===== src/rtl/vpc_pkg.sv =====
package vpc_pkg;
  parameter int unsigned VPC_TAG_W    = 3;
  parameter int unsigned VPC_ADDR_W   = 32;
  parameter int unsigned VPC_DATA_W   = 32;
  parameter int unsigned VPC_LINE_OFS = 6;

  // Verdict rule: any evidence of a wrong value or an ordering hazard squashes.
  function automatic logic vpc_squash(input logic value_differs, input logic order_risk);
    return value_differs | order_risk;
  endfunction
endpackage


===== src/rtl/vpc_entry.sv =====
module vpc_entry #(
  parameter int unsigned ADDR_W   = vpc_pkg::VPC_ADDR_W,
  parameter int unsigned DATA_W   = vpc_pkg::VPC_DATA_W,
  parameter int unsigned LINE_OFS = vpc_pkg::VPC_LINE_OFS
) (
  input  logic              clk,
  input  logic              rst_n,
  input  logic              flush,
  input  logic              alloc_hit,
  input  logic [ADDR_W-1:0] alloc_addr,
  input  logic [DATA_W-1:0] alloc_pred,
  input  logic              fill_hit,
  input  logic              snoop_en,
  input  logic [ADDR_W-1:0] snoop_addr,
  output logic              live_o,
  output logic [DATA_W-1:0] pred_o,
  output logic              risk_o
);
  logic              valid_q;
  logic              hazard_q;
  logic [ADDR_W-1:0] addr_q;
  logic [DATA_W-1:0] pred_q;

  function automatic logic same_line(input logic [ADDR_W-1:0] a, input logic [ADDR_W-1:0] b);
    logic [ADDR_W-1:0] diff;
    diff = (a ^ b) >> LINE_OFS;
    return diff == '0;
  endfunction

  // Named internal events
  logic snoop_match;
  logic release_ev;
  assign snoop_match = valid_q & snoop_en & same_line(addr_q, snoop_addr);
  assign release_ev  = fill_hit & valid_q;

  always_ff @(posedge clk) begin
    if (!rst_n) begin
      valid_q  <= 1'b0;
      hazard_q <= 1'b0;
      addr_q   <= '0;
      pred_q   <= '0;
    end else if (flush) begin
      valid_q  <= 1'b0;
      hazard_q <= 1'b0;
    end else begin
      if (snoop_match) hazard_q <= 1'b1;
      if (release_ev) begin
        valid_q  <= 1'b0;
        hazard_q <= 1'b0;
      end
      if (alloc_hit) begin
        valid_q  <= 1'b1;
        hazard_q <= 1'b0;
        addr_q   <= alloc_addr;
        pred_q   <= alloc_pred;
      end
    end
  end

  assign live_o = valid_q;
  assign pred_o = pred_q;
  assign risk_o = hazard_q | snoop_match;

  a_r2_alloc_lands: assert property (@(posedge clk) disable iff (!rst_n)
    (alloc_hit && !flush) |=> valid_q);
  a_r6_hazard_only_live: assert property (@(posedge clk) disable iff (!rst_n)
    hazard_q |-> valid_q);
  a_r7_hazard_needs_strong: assert property (@(posedge clk) disable iff (!rst_n)
    $rose(hazard_q) |-> $past(snoop_en));
endmodule


===== config.mk =====
export PLATFORM = sky130hd
export DESIGN_NAME = vpc_entry
export DESIGN_NICKNAME = d
export VERILOG_FILES = /design/src/rtl/vpc_pkg.sv /design/src/rtl/vpc_entry.sv
export SDC_FILE = /design/constraint.sdc
export NUM_CORES = 1
export LEC_CHECK = 0
export ABC_AREA = 1
export BUFFER_PORTS_ARGS = -buffer_cell sky130_fd_sc_hd__buf_2
export CAP_MARGIN = 20
export CORE_MARGIN = 2
export CORE_UTILIZATION = 50
export CTS_BUF_LIST = sky130_fd_sc_hd__clkbuf_8
export CTS_CLUSTER_SIZE = 12
export DETAILED_ROUTE_END_ITERATION = 10
export PLACE_DENSITY = 0.95
export SYNTH_ARGS = -nofsm -noshare
export SYNTH_HDL_FRONTEND = slang
export SYNTH_SLANG_ARGS = --single-unit

===== constraint.sdc =====
create_clock -name clk -period 3.2 [get_ports clk]
set_input_delay 0.8 -clock clk [delete_from_list [all_inputs] [get_ports clk]]
set_output_delay 0.8 -clock clk [all_outputs]
set_load 0.02 [all_outputs]

======== Word-level counts from Yosys, hierarchy flattened ========
Cells that the tools add are included.
storage, ports and cells
  register bits ........................... 66
  bits of input ports ..................... 102
  word-level logic and storage cells ...... 18
operators by class
  mux-type cells .......................... 2
  bitwise logic cells ..................... 7
  reduce and logical (&&, ||, !) cells .... 5
operators by type and width
  operator             count
  32-bit logical NOT   1
  32-bit XOR           1
  4-bit OR reduction   1
  1-bit AND            3
  1-bit 2-to-1 mux     2
  1-bit inverter       2
  2-bit AND reduction  1
  2-bit nonzero test   1
  2-bit OR reduction   1
  1-bit OR             1

======== Longest topological paths before layout ========
  word-level depth ........................ 4
  depth in mapped cells ................... 10
  depth with buffers taken out ............ 10

======== Least setup slack after synthesis ========
Ideal clock, no wire load.
  path kind ............................... input-to-output
  start ................................... in snoop_en
  end ..................................... out risk_o
  arrival ................................. 1.437 ns
  required time ........................... 2.400 ns
  slack ................................... 0.963 ns
  cell stages on the path ................. 8
  path buffers ............................ 0
  cell sequence ........................... nand2_1 a21oi_1 nand2_1 nor2_1 nand3_1 nor2_1 nor2_1 inv_1
between the ends
  cells in the longest elaborated chain, start to end .. 3
ends and longest elaborated chain
  element                 line             source
  start, declared         vpc_entry.sv:13  input logic snoop_en,
  1-bit AND (2 in a row)  vpc_entry.sv:33  assign snoop_match = valid_q & snoop_en & same_line(addr_q, snoop_addr);
  1-bit OR                vpc_entry.sv:62  assign risk_o = hazard_q | snoop_match;
  end, declared           vpc_entry.sv:17  output logic risk_o
No other way between the ends.

======== Worst setup path after layout ========
  start ................................... in snoop_addr[11]
  end ..................................... out risk_o
between the ends
  cells in the longest elaborated chain, start to end .. 4
ends and longest elaborated chain
  element             line             source
  start, declared     vpc_entry.sv:14  input logic [ADDR_W-1:0] snoop_addr,
  32-bit XOR          vpc_entry.sv:26  diff = (a ^ b) >> LINE_OFS;
  32-bit logical NOT  vpc_entry.sv:27  return diff == '0;
  1-bit AND           vpc_entry.sv:33
  1-bit OR            vpc_entry.sv:62
No other way between the ends.

==> flow_summary.toml <==
[outcome]
status = "complete, no violations"

[timing]
tightest_slew_ns = 0.858
max_clock_freq_ghz = 0.396
post-route-worst-setup-slack_ns = 0.675
setup-violations-final = 0
fin_hold_ws_ns = 0.468
total_count_of_max_transition_violations_in_the_final_report = 0
post-route-period-util = 0.789
rsz0062_at_grt = "false"
setup-tns-final_ns = 0
maxSlewHeadroom = 0.428
skew_ns = 0.00515
final_hold_viol_count = 0
fin_crit_period_ns = 2.53

[final_layout]
final_design_area_no_fill_um2 = 3380
antenna_cells = 0
total_nets_final = 592
most_frequent_standard_cell_in_the_layout_excluding_fill_and_tap_cells = "sky130_fd_sc_hd__buf_2"
drive_above_1_share = 0.289
flow.area_growth_from_synthesis_pct = 32.2
filler_cell_count = 429
post_route_utilization = 0.675
most-common-layout-cells = "sky130_fd_sc_hd__buf_2 (123), sky130_fd_sc_hd__nor2_1 (94), sky130_fd_sc_hd__nand2_1 (67), sky130_fd_sc_hd__dfxtp_1 (60), sky130_fd_sc_hd__o21ai_0 (53)"

[placed_design]
numPortBuffers = 123
dpl-instance-area_um2 = 3180
detailedPlace.worstSlack_ns = 0.674
global_placement_routability_congestion = 0.813
dp.final_hpwl_um = 4410

[floorplanning]
die_y_um = 75.5
die_width_um = 75.5
floorplan.initialDensity = 0.510
ioPinCount = 136
full_die_area_um2 = 5700
rows = 26
placeableCoreArea_um2 = 5010

[clock_network]
postCtsSetupRepairBufs = 0
clk_pin_slew_worst_paths_ns = 0.07
clkLatencyLatePin_ns = 0.32
cts_max_path_buffers = 2
cts.root.buffer_cell = "sky130_fd_sc_hd__clkbuf_8"
tritoncts_clock_tree = "built"
h_tree_depth = 3
clkSinkCount = 60
cts-buffers-inserted = 9
cts-hold-fix-buffers = 0
post_cts.resized_instances = 0

[synth]
yosys.area_share.adder = 0
top_area_cells_in_the_synthesized_netlist = "sky130_fd_sc_hd__dfxtp_1 (47%), sky130_fd_sc_hd__nor2_1 (14%), sky130_fd_sc_hd__o21ai_0 (10%)"
netlist_area_um2 = 2560
synthesis.nets = 474
synth_top_cell_by_area = "sky130_fd_sc_hd__dfxtp_1"
synth_warn = 0
synth_compound_area_frac = 0.159
synth_cells = 372
synth-seq-area-share = 0.470
synth.area.mux_share = 0
syn_area_per_cell_um2 = 6.87
main_combinational_cell_family_by_area_after_synthesis = "simple AND/OR/NAND/NOR gates"
postSynthRegisterBits = 60
synthXorXnorAreaFrac = 0.0205
yosys.area_share.simple = 0.247
synth_top_cell_area_share = 0.470
synthDistinctLibCells = 18

[worst_setup_path]
critical_path.cell_chain = "buf_2 -> inv_1 -> nand2_1 -> nand2_1 -> nor2_1 -> nand2_1 -> nor2_1 -> nand2_1 -> nor2_1 -> nor2_1 -> inv_1 -> buf_2"
max_stage_delay_ns = 0.15
type_of_destination_of_the_critical_path = "primary output"
path_delay_family = "simple AND/OR/NAND/NOR gates"
reg2reg_depth = 10
regToRegEndpoint = "hazard_q"
timing_worst_setup_path_type = "in2out"
worstPathBufferInverterCount = 4
timing.reg2reg.setup_slack_ns = 2.06
critPathLaunchType = "input port"
critical_path.reg2reg.startpoint = "addr_q[25]"
cp_max_fo = 2
cp_data_required_time_ns = 2.40
crit_slowest_cell = "sky130_fd_sc_hd__buf_2"
critical_path_arrival_ns = 1.73

[route]
detail_routed_net_length_per_standard_cell_um = 11.0
drt-initial-drc-count = 108
drt_pass1_iterations = 4
wl_um = 6220
vias = 2656
antenna_left = 0
route.detailed.vias_per_inst = 4.70
post_route_drc = 0

[worst_hold_path]
min_delay_worst_endpoint = "addr_q[7]"
hold_path.class = "reg2reg"
holdPathStages = 2
worst_hold_startpoint = "addr_q[7]"

[power]
switching_part_of_the_total_power = 0.259
internal_power_uw = 1300
power.clock.fraction = 0.385
total_switching_power_uw = 456
power.share.combinational = 0.148
power_density_nw_per_um2 = 519
power.sequential.fraction = 0.467
p_leak_uw = 0.00180
max-vdd-ir-drop_mv = 0.379

[global_route]
first_global_vias = 2371
grt_pass1_wl_um = 9580
antenna_violations_before_repair = 0
gr-total-overflow = 0
globalRouteTotalUtil = 0.219
grt_max_degree = 60

[flow_run]
maxCapViolations = 0
[cells in the mapped netlist]
master	count
sky130_fd_sc_hd__nor2_1	94
sky130_fd_sc_hd__nand2_1	67
sky130_fd_sc_hd__dfxtp_1	60
sky130_fd_sc_hd__o21ai_0	53
sky130_fd_sc_hd__inv_1	40
sky130_fd_sc_hd__a21oi_1	22
sky130_fd_sc_hd__o21ai_1	6
sky130_fd_sc_hd__buf_2	5
sky130_fd_sc_hd__clkbuf_1	5
sky130_fd_sc_hd__xnor2_1	5
sky130_fd_sc_hd__buf_4	3
sky130_fd_sc_hd__buf_6	3
sky130_fd_sc_hd__clkbuf_2	2
sky130_fd_sc_hd__inv_2	2
sky130_fd_sc_hd__nand3_1	2
sky130_fd_sc_hd__nor2_4	1
sky130_fd_sc_hd__nor3_1	1
sky130_fd_sc_hd__xor2_1	1
[kinds of logic (layout without fill, tap and decap cells)]
family          after synthesis  in the layout
buf+inv                      60            183
flops                        60             60
compound gates               81             81
xor+xnor                      6              6
simple gates                165            165
[flip-flops by register name, summed over array words and instances, names as in the netlist]
name / flops
live_o: 1
addr_q: 26
hazard_q: 1
pred_o: 32
[worst min-delay path, delay by kind of cell, from the launching register on]
| kind | cells | cell delay, ns |
|---|---|---|
| buf+inv | 1 | 0.06 |
| flops | 1 | 0.31 |
| compound gates | 1 | 0.05 |
[metrics by stage]
| stage | cells | total power, uW |
|---|---|---|
| detailed placement | 549 | 1100 |
| global placement | 549 | 1080 |
| finish | 565 | 1760 |
| global route | 565 | 1840 |
| floorplan | 372 | 990 |
| CTS | 565 | 1770 |
[power by group through the flow]
stage | clock network (uW) | registers [uW] | logic (uW)
2_1_floorplan | 0 | 866 | 124
3_3_place_gp | 0 | 833 | 252
3_5_place_dp | 0 | 835 | 261
4_1_cts | 692 | 819 | 262
5_1_grt | 722 | 824 | 295
6_report | 676 | 820 | 260
[worst max-delay path by stage]
stage | depth (start not counted) | endpoint | from | slack [ns]
2_1_floorplan | 8 | risk_o | snoop_en | 0.96
3_3_place_gp | 9 | risk_o | snoop_addr[19] | 0.69
3_5_place_dp | 12 | risk_o | snoop_addr[24] | 0.67
4_1_cts | 12 | risk_o | snoop_addr[8] | 0.66
5_1_grt | 12 | risk_o | snoop_addr[15] | 0.51
6_report | 12 | risk_o | snoop_addr[11] | 0.67
[cell type report]
cell class                 count  area [um^2]  area share
sequential                    60         1200       0.355
multi-input combinational    252         1090       0.322
timing repair buffer         125          643       0.190
inverter                      42          158      0.0466
clock buffer                  11          151      0.0448
tap                           70         87.6      0.0259
clock inverter                 5         51.3      0.0152
[layer usage]
| layer | global-route usage | vias up | routed length, um |
|---|---|---|---|
| met3 | 0.0675 | 4 | 433 |
| met1 | 0.255 | 1178 | 2690 |
| met2 | 0.373 | 91 | 3040 |
| met4 | 0.0975 | 0 | 56 |
| li1 | - | 1383 | - |
| met5 | 0 | - | 0 |
Note: power is estimated with default switching activity, not from simulation.
